[config.mk]
export PLATFORM = sky130hd
export DESIGN_NAME = dist_id_arbiter
export DESIGN_NICKNAME = d
export VERILOG_FILES = /design/src/rtl/darb_pkg.sv /design/src/rtl/arb_contender.sv /design/src/rtl/arb_wired_or.sv /design/src/rtl/arb_sequencer.sv /design/src/rtl/dist_id_arbiter.sv
export SDC_FILE = /design/constraint.sdc
export NUM_CORES = 1
export LEC_CHECK = 0
export ABC_AREA = 1
export BUFFER_PORTS_ARGS = -buffer_cell sky130_fd_sc_hd__buf_4
export CAP_MARGIN = 10
export CORE_AREA = 2 2 69 84
export CTS_BUF_LIST = sky130_fd_sc_hd__clkbuf_16
export CTS_CLUSTER_DIAMETER = 80
export DETAILED_ROUTE_END_ITERATION = 10
export DIE_AREA = 0 0 71 86
export GPL_ROUTABILITY_DRIVEN = 1
export MAX_ROUTING_LAYER = met4
export SYNTH_ARGS = -nofsm -noshare
export SYNTH_HDL_FRONTEND = slang
export SYNTH_SLANG_ARGS = --single-unit
[constraint.sdc]
create_clock -name clk -period 2.1 [get_ports clk]
set_input_delay 0.42 -clock clk [delete_from_list [all_inputs] [get_ports clk]]
set_output_delay 0.42 -clock clk [all_outputs]
set_load 0.02 [all_outputs]
[src/rtl/darb_pkg.sv]
package darb_pkg;

  typedef enum logic [1:0] {
    PH_IDLE    = 2'd0,
    PH_RESOLVE = 2'd1,
    PH_DONE    = 2'd2
  } darb_phase_e;

endpackage

[src/rtl/arb_contender.sv]
module arb_contender #(
  parameter int ID_W = 4
) (
  input  logic            clk,
  input  logic            rst_n,
  input  logic            load_i,
  input  logic            step_i,
  input  logic            req_i,
  input  logic [ID_W-1:0] id_i,
  input  logic [ID_W-1:0] lines_i,
  output logic [ID_W-1:0] drive_o,
  output logic            hit_o
);

  logic            req_q;
  logic [ID_W-1:0] id_q;
  logic [ID_W-1:0] drive_q;

  // Bits kept: those above the highest position where lines=1 and own bit=0.
  function automatic logic [ID_W-1:0] keep_mask(input logic [ID_W-1:0] lines,
                                                input logic [ID_W-1:0] own);
    logic [ID_W-1:0] m;
    logic            lost;
    lost = 1'b0;
    for (int b = ID_W - 1; b >= 0; b--) begin
      if (!lost && lines[b] && !own[b]) begin
        lost = 1'b1;
      end
      m[b] = !lost;
    end
    return m;
  endfunction

  always_ff @(posedge clk or negedge rst_n) begin
    if (!rst_n) begin
      req_q   <= 1'b0;
      id_q    <= '0;
      drive_q <= '0;
    end else if (load_i) begin
      req_q   <= req_i;
      id_q    <= id_i;
      drive_q <= req_i ? id_i : '0;
    end else if (step_i) begin
      drive_q <= req_q ? (id_q & keep_mask(lines_i, id_q)) : '0;
    end
  end

  assign drive_o = drive_q;
  assign hit_o   = req_q && (id_q == lines_i);

endmodule

[src/rtl/arb_wired_or.sv]
module arb_wired_or #(
  parameter int N_CONT = 4,
  parameter int ID_W   = 4
) (
  input  logic [N_CONT*ID_W-1:0] drives_i,
  output logic [ID_W-1:0]        lines_o
);

  always_comb begin
    lines_o = '0;
    for (int k = 0; k < N_CONT; k++) begin
      lines_o = lines_o | drives_i[k*ID_W +: ID_W];
    end
  end

endmodule

[src/rtl/arb_sequencer.sv]
module arb_sequencer
  import darb_pkg::*;
#(
  parameter int ID_W = 4
) (
  input  logic clk,
  input  logic rst_n,
  input  logic start_i,
  output logic step_o,
  output logic done_o
);

  localparam int CNT_W = $clog2(ID_W + 1);
  localparam logic [CNT_W-1:0] LAST_STEP = CNT_W'(ID_W - 1);

  darb_phase_e      phase_q;
  logic [CNT_W-1:0] cnt_q;

  assign step_o = (phase_q == PH_RESOLVE) && !start_i;
  assign done_o = (phase_q == PH_DONE);

  always_ff @(posedge clk or negedge rst_n) begin
    if (!rst_n) begin
      phase_q <= PH_IDLE;
      cnt_q   <= '0;
    end else if (start_i) begin
      phase_q <= PH_RESOLVE;
      cnt_q   <= '0;
    end else if (step_o) begin
      cnt_q <= cnt_q + 1'b1;
      if (cnt_q == LAST_STEP) begin
        phase_q <= PH_DONE;
      end
    end
  end

endmodule

[src/rtl/dist_id_arbiter.sv]
module dist_id_arbiter #(
  parameter int N_CONT = 4,
  parameter int ID_W   = 4
) (
  input  logic                   clk,
  input  logic                   rst_n,
  input  logic                   start_i,
  input  logic [N_CONT-1:0]      req_i,
  input  logic [N_CONT*ID_W-1:0] id_i,
  output logic [ID_W-1:0]        code_o,
  output logic [N_CONT-1:0]      grant_o,
  output logic                   done_o
);

  logic [N_CONT*ID_W-1:0] drive_w;
  logic [ID_W-1:0]        lines_w;
  logic [N_CONT-1:0]      hit_w;
  logic                   step_w;
  logic                   done_w;

  arb_sequencer #(.ID_W(ID_W)) u_seq (
    .clk    (clk),
    .rst_n  (rst_n),
    .start_i(start_i),
    .step_o (step_w),
    .done_o (done_w)
  );

  for (genvar k = 0; k < N_CONT; k++) begin : g_cont
    arb_contender #(.ID_W(ID_W)) u_cont (
      .clk    (clk),
      .rst_n  (rst_n),
      .load_i (start_i),
      .step_i (step_w),
      .req_i  (req_i[k]),
      .id_i   (id_i[k*ID_W +: ID_W]),
      .lines_i(lines_w),
      .drive_o(drive_w[k*ID_W +: ID_W]),
      .hit_o  (hit_w[k])
    );
  end

  arb_wired_or #(.N_CONT(N_CONT), .ID_W(ID_W)) u_or (
    .drives_i(drive_w),
    .lines_o (lines_w)
  );

  assign code_o  = lines_w;
  assign done_o  = done_w;
  assign grant_o = done_w ? hit_w : '0;

endmodule

# [Word level (Yosys, flattened, before mapping)]
# Index checks and enable logic that the tools add are counted.
[op_classes] n_div=0 eq_ne=7 n_bitwise=7 n_mul=0 n_reduce_logical=69 magnitude_cmp=0 n_addsub=1 muxes=70 shift=0
[ops] cell="two-way mux 4 bit" n=17
[ops] cell="two-way mux 1 bit" n=48
[ops] cell="logical AND 1 bit" n=33
[ops] cell="zero test 1 bit" n=33
[ops] cell="bitwise AND 4 bit" n=4
[ops] cell="== test 4 bit" n=4
[ops] cell="OR 4 bit" n=3
[ops] cell="two-way mux 2 bit" n=3
[ops] cell="two-way mux 3 bit" n=2
[ops] cell="nonzero test 2 bit" n=2
[ops] cell="adder 3 x 1 -> 3 bit (second input constant)" n=1
[ops] cell="== test 3 x 2 -> 1 bit (second input constant)" n=1
[ops] cell="== test 2 x 1 -> 1 bit (second input constant)" n=1
[ops] cell="== test 2 bit (second input constant)" n=1
[ops] cell="AND reduction 2 bit" n=1
[totals] ram_bits=0 latchBits=0 wordCells=168 regBits=41 mem_count=0 romBits=0

# [Depth between registers and ports, before layout]
[depth] ltp_word=30 mapped_depth=7 mapped_depth_nobuf=7

# [Hierarchy]
# From an unflattened synthesis, not the netlist that was laid out.
[unflattened] cells_unflattened=287 hier_area_um2=2337.2
[by_module_without_submodules] mod="arb_contender" area_each_um2=500.5 n_inst=4 cells_per_inst=59 seq_area_each_um2=225.2
[by_module_without_submodules] mod="arb_sequencer" area_each_um2=260.2 n_inst=1 cells_per_inst=31 seq_area_each_um2=125.1
[by_module_without_submodules] mod="arb_wired_or" area_each_um2=45.0 n_inst=1 cells_per_inst=12 seq_area_each_um2=0.0
[by_module_without_submodules] mod="dist_id_arbiter" area_each_um2=30.0 n_inst=1 cells_per_inst=8 seq_area_each_um2=0.0

# [Worst setup path after synthesis]
# No wires, ideal clock.
[synth_timing] kind="reg2out" startpoint="register g_cont[2].u_cont.drive_q[3]" endpoint="output port grant_o[1]" t_required_ns=1.680 stages_incl_launch_ff=8 arrival_time_ns=1.613 slack_ns=0.067 path_cell_list="dfrtp_1 nor3_1 nand2_1 ha_1 nand2_1 nor2_1 nand4_1 nor2_1"
[synth_via] elab_chain_cells=5
[synth_rtl] item="start: declaration" line="arb_contender.sv:17" rtl="logic [ID_W-1:0] drive_q;"
[synth_rtl] item="start signal: assignment" line="arb_contender.sv:42" rtl="drive_q <= req_i ? id_i : '0;"
[synth_rtl] item="start signal: assignment" line="arb_contender.sv:44" rtl="drive_q <= req_q ? (id_q & keep_mask(lines_i, id_q)) : '0;"
[synth_rtl] item="OR 4 bit (2 in a row)" line="arb_wired_or.sv:12" rtl="lines_o = lines_o | drives_i[k*ID_W +: ID_W];"
[synth_rtl] item="named net code_o[3]" line="dist_id_arbiter.sv:10" rtl="output logic [ID_W-1:0] code_o,"
[synth_rtl] item="== test 4 bit" line="arb_contender.sv:49" rtl="assign hit_o = req_q && (id_q == lines_i);"
[synth_rtl] item="logical AND 1 bit" line="arb_contender.sv:49"
[synth_rtl] item="two-way mux 4 bit" line="dist_id_arbiter.sv:50" rtl="assign grant_o = done_w ? hit_w : '0;"
[synth_rtl] item="end: declaration" line="dist_id_arbiter.sv:11" rtl="output logic [N_CONT-1:0] grant_o,"
# The timed path passes the listed nets, and every way through them passes these cells.

# [Worst setup path after layout]
[layout_timing] startpoint="register g_cont[0].u_cont.drive_q[3]" endpoint="output port grant_o[2]"
[layout_via] elab_chain_cells=6
[layout_rtl] item="start: declaration" line="arb_contender.sv:17"
[layout_rtl] item="start signal: assignment" line="arb_contender.sv:42"
[layout_rtl] item="start signal: assignment" line="arb_contender.sv:44"
[layout_rtl] item="OR 4 bit (3 in a row)" line="arb_wired_or.sv:12"
[layout_rtl] item="== test 4 bit" line="arb_contender.sv:49"
[layout_rtl] item="logical AND 1 bit" line="arb_contender.sv:49"
[layout_rtl] item="two-way mux 4 bit" line="dist_id_arbiter.sv:50"
# Every way passes these cells.

==> impl_metrics.json <==
{
  "run_status": "finished with violations",
  "violations": "negative setup slack",
  "synth.ff_latch_count": 41,
  "cpPeakStageDelay_ps": 380,
  "crit_chain": "nor3_2 > nand2_4 > ha_4 > nand2_2 > nor2_2 > nand4_1 > nor2_1 > buf_4",
  "fin_util": 0.530,
  "power.density_mw_per_mm2": 1070,
  "cts_sinks": 41,
  "drt-vias-per-instance": 5.31,
  "post_cts_buffers": 0,
  "syn_avg_cell_area_um2": 7.81,
  "root_buffer": "clkbuf_16",
  "arrival_ps": 1880,
  "critical_path_buf_inv_count": 1,
  "grt_first_pass_wirelength_um": 9670,
  "start_kind": "flop",
  "io-pin-count": 32,
  "relSlewSlack": 0.427,
  "synth_top_area_share": 0.449,
  "netlist_instances": 293,
  "synth_fp_nets": 322,
  "ys_warn_count": 0,
  "cts_max_level": 2,
  "layout_common_cells": "nand2_1, dfrtp_1, nand3_1, buf_4, inv_1",
  "p_sw_frac": 0.365,
  "internal_power_mw": 1.89,
  "syn_area_mm2": 0.00229,
  "required_ps": 1680,
  "cpMaxStageDelayCell": "dfrtp_1",
  "num_vias": 2048,
  "peakVddDrop_mv": 0.518,
  "grt_pass1_vias": 1962,
  "period_minus_slack_ps": 2300,
  "drc": 0,
  "worst_pin_slew_ps": 857,
  "cp_max_fo": 5,
  "clk_latency_ps": 280,
  "dpl_cell_area_mm2": 0.00255,
  "post-place-ws_ps": 57.8,
  "die_h_um": 86,
  "slew_violations": 0,
  "maxCapViolations": 0,
  "pwr-share-comb": 0.360,
  "drive_above_1_share": 0.231,
  "layout.nets": 352,
  "wl_per_cell_um": 15.4,
  "p_leak_nw": 1.37,
  "timing.rr.start": "u_seq.phase_q[1]",
  "dp_hpwl_um": 4080,
  "rsz0062_at_grt": "yes",
  "numCtsBuffers": 5,
  "worst-r2r-setup-slack_ps": 450,
  "yosysSeqAreaShare": 0.449,
  "clkPwrFrac": 0.288,
  "path_class": "flop to output port",
  "grt_antenna_before_repair": 0,
  "track_usage": 0.210,
  "drtIter0Drc": 112,
  "ys_types": 28,
  "timing.rr.end": "g_cont[0].u_cont.drive_o[0]",
  "io_buffers": 31,
  "fin_skew_ps": 2.92,
  "setup_viol": 4,
  "fp.dieArea_mm2": 0.00611,
  "die_x_um": 71,
  "critPathTopFamily": "simple AND/OR/NAND/NOR gates",
  "reg2regPathDepth": 4,
  "start_util": 0.435,
  "finalWorstSetupSlack_ps": -204,
  "cts_tree": "built",
  "fin_crit_sh": 1.10,
  "final_common_cell": "nand2_1",
  "synthTopCellsByArea": "dfrtp_1, nand2_1, nand3_1",
  "first_pass_iters": 4,
  "drt-total-wl_um": 5940,
  "seqPwrFrac": 0.352,
  "clock.fmax_mhz": 434,
  "place_congestion": 0.800,
  "core_area_mm2": 0.00526,
  "fin_area_mm2": 0.00279,
  "diodes": 0,
  "clock_path_buffers": 2,
  "grt_max_degree": 44,
  "rows": 29,
  "synth.largest_area_cell": "dfrtp_1",
  "holdCritPathClass": "primary input to async pin",
  "grt_overflow": 0,
  "drtAntennaViolNets": 0,
  "area_growth_pct": 22.0,
  "end_kind": "output port",
  "timing.final.hold_violations": 0,
  "path_clk_slew_ps": 60,
  "p_switching_mw": 1.09
}
state kept, by name (all words and copies together), names as in the netlist:
signal,flops
u_seq.cnt_q,3
g_cont.u_cont.req_q,4
g_cont.u_cont.id_q,16
u_seq.phase_q,2
g_cont.u_cont.drive_o,16
logic make-up after synthesis:
kind of cell	share of synthesized area
adders and majority gates	0.0328
muxes	0.00438
buffers and inverters	0.0919
AOI/OAI and AO/OA	0.136
DFF	0.449
and+or+nand+nor	0.286
power by group through the flow:
stage	registers, mW	logic (mW)	clock network (mW)
floorplan	1.03	0.683	0
global placement	1.05	0.974	0
detailed placement	1.06	0.974	0
CTS	1.05	0.993	0.874
global route	1.06	1.18	0.906
finish	1.05	1.07	0.855
worst max path at each step:
stage / startpoint / to / cells after the start
3_5_place_dp: g_cont[2].u_cont.drive_o[3] / grant_o[0] / 8
5_1_grt: g_cont[0].u_cont.drive_o[3] / grant_o[2] / 8
4_1_cts: g_cont[2].u_cont.drive_o[3] / grant_o[0] / 8
3_3_place_gp: g_cont[2].u_cont.drive_o[3] / grant_o[2] / 8
2_1_floorplan: g_cont[2].u_cont.drive_o[3] / grant_o[1] / 7
6_report: g_cont[0].u_cont.drive_o[3] / grant_o[2] / 8
synthesized netlist by cell type:
master / number
and3_1: 1
a21oi_2: 12
nor2_2: 3
dfrtp_1: 41
nand3_1: 33
a21oi_1: 5
clkbuf_1: 2
clkinv_1: 5
buf_6: 2
mux2i_1: 1
buf_2: 4
nor3_1: 2
o22ai_1: 3
nor2_1: 30
nand4_1: 8
inv_2: 2
o21ai_0: 21
nor2_4: 2
ha_1: 6
buf_4: 2
inv_1: 30
inv_4: 1
nand2_4: 1
nand2_2: 1
nand2_1: 67
o21ai_1: 2
a31oi_1: 5
o21ai_4: 1
what timing repair did:
action,in CTS,in global routing
hold buffers,0,0
endpoints found under the setup margin,4,4
pin swaps,1,18
resized for setup,2,12
area by class of cell:
class | count | area [um2]
timing repair buffer | 33 | 248
tap | 62 | 77.6
sequential | 41 | 1030
fill | 500 | 2470
clock buffer | 5 | 125
clock inverter | 3 | 37.5
inverter | 38 | 145
multi-input combinational | 204 | 1130
layer usage:
| layer | GRT usage | wire length, um |
|---|---|---|
| met5 | - | 0 |
| met1 | 0.268 | 2600 |
| met3 | 0.0458 | 271 |
| met2 | 0.330 | 2980 |
| met4 | 0.0772 | 89 |
per-stage QoR:
step | TNS, ps | instances | hold WS, ps | power (mW)
final | -739 | 386 | 117 | 2.97
after global routing | -1100 | 386 | 164 | 3.15
after CTS | -670 | 386 | 139 | 2.91
after detailed placement | 0 | 378 | 441 | 2.03
after global placement | 0 | 378 | 449 | 2.02
after floorplan | 0 | 293 | 124 | 1.71
No activity file was read; power rests on OpenSTA's default activity.
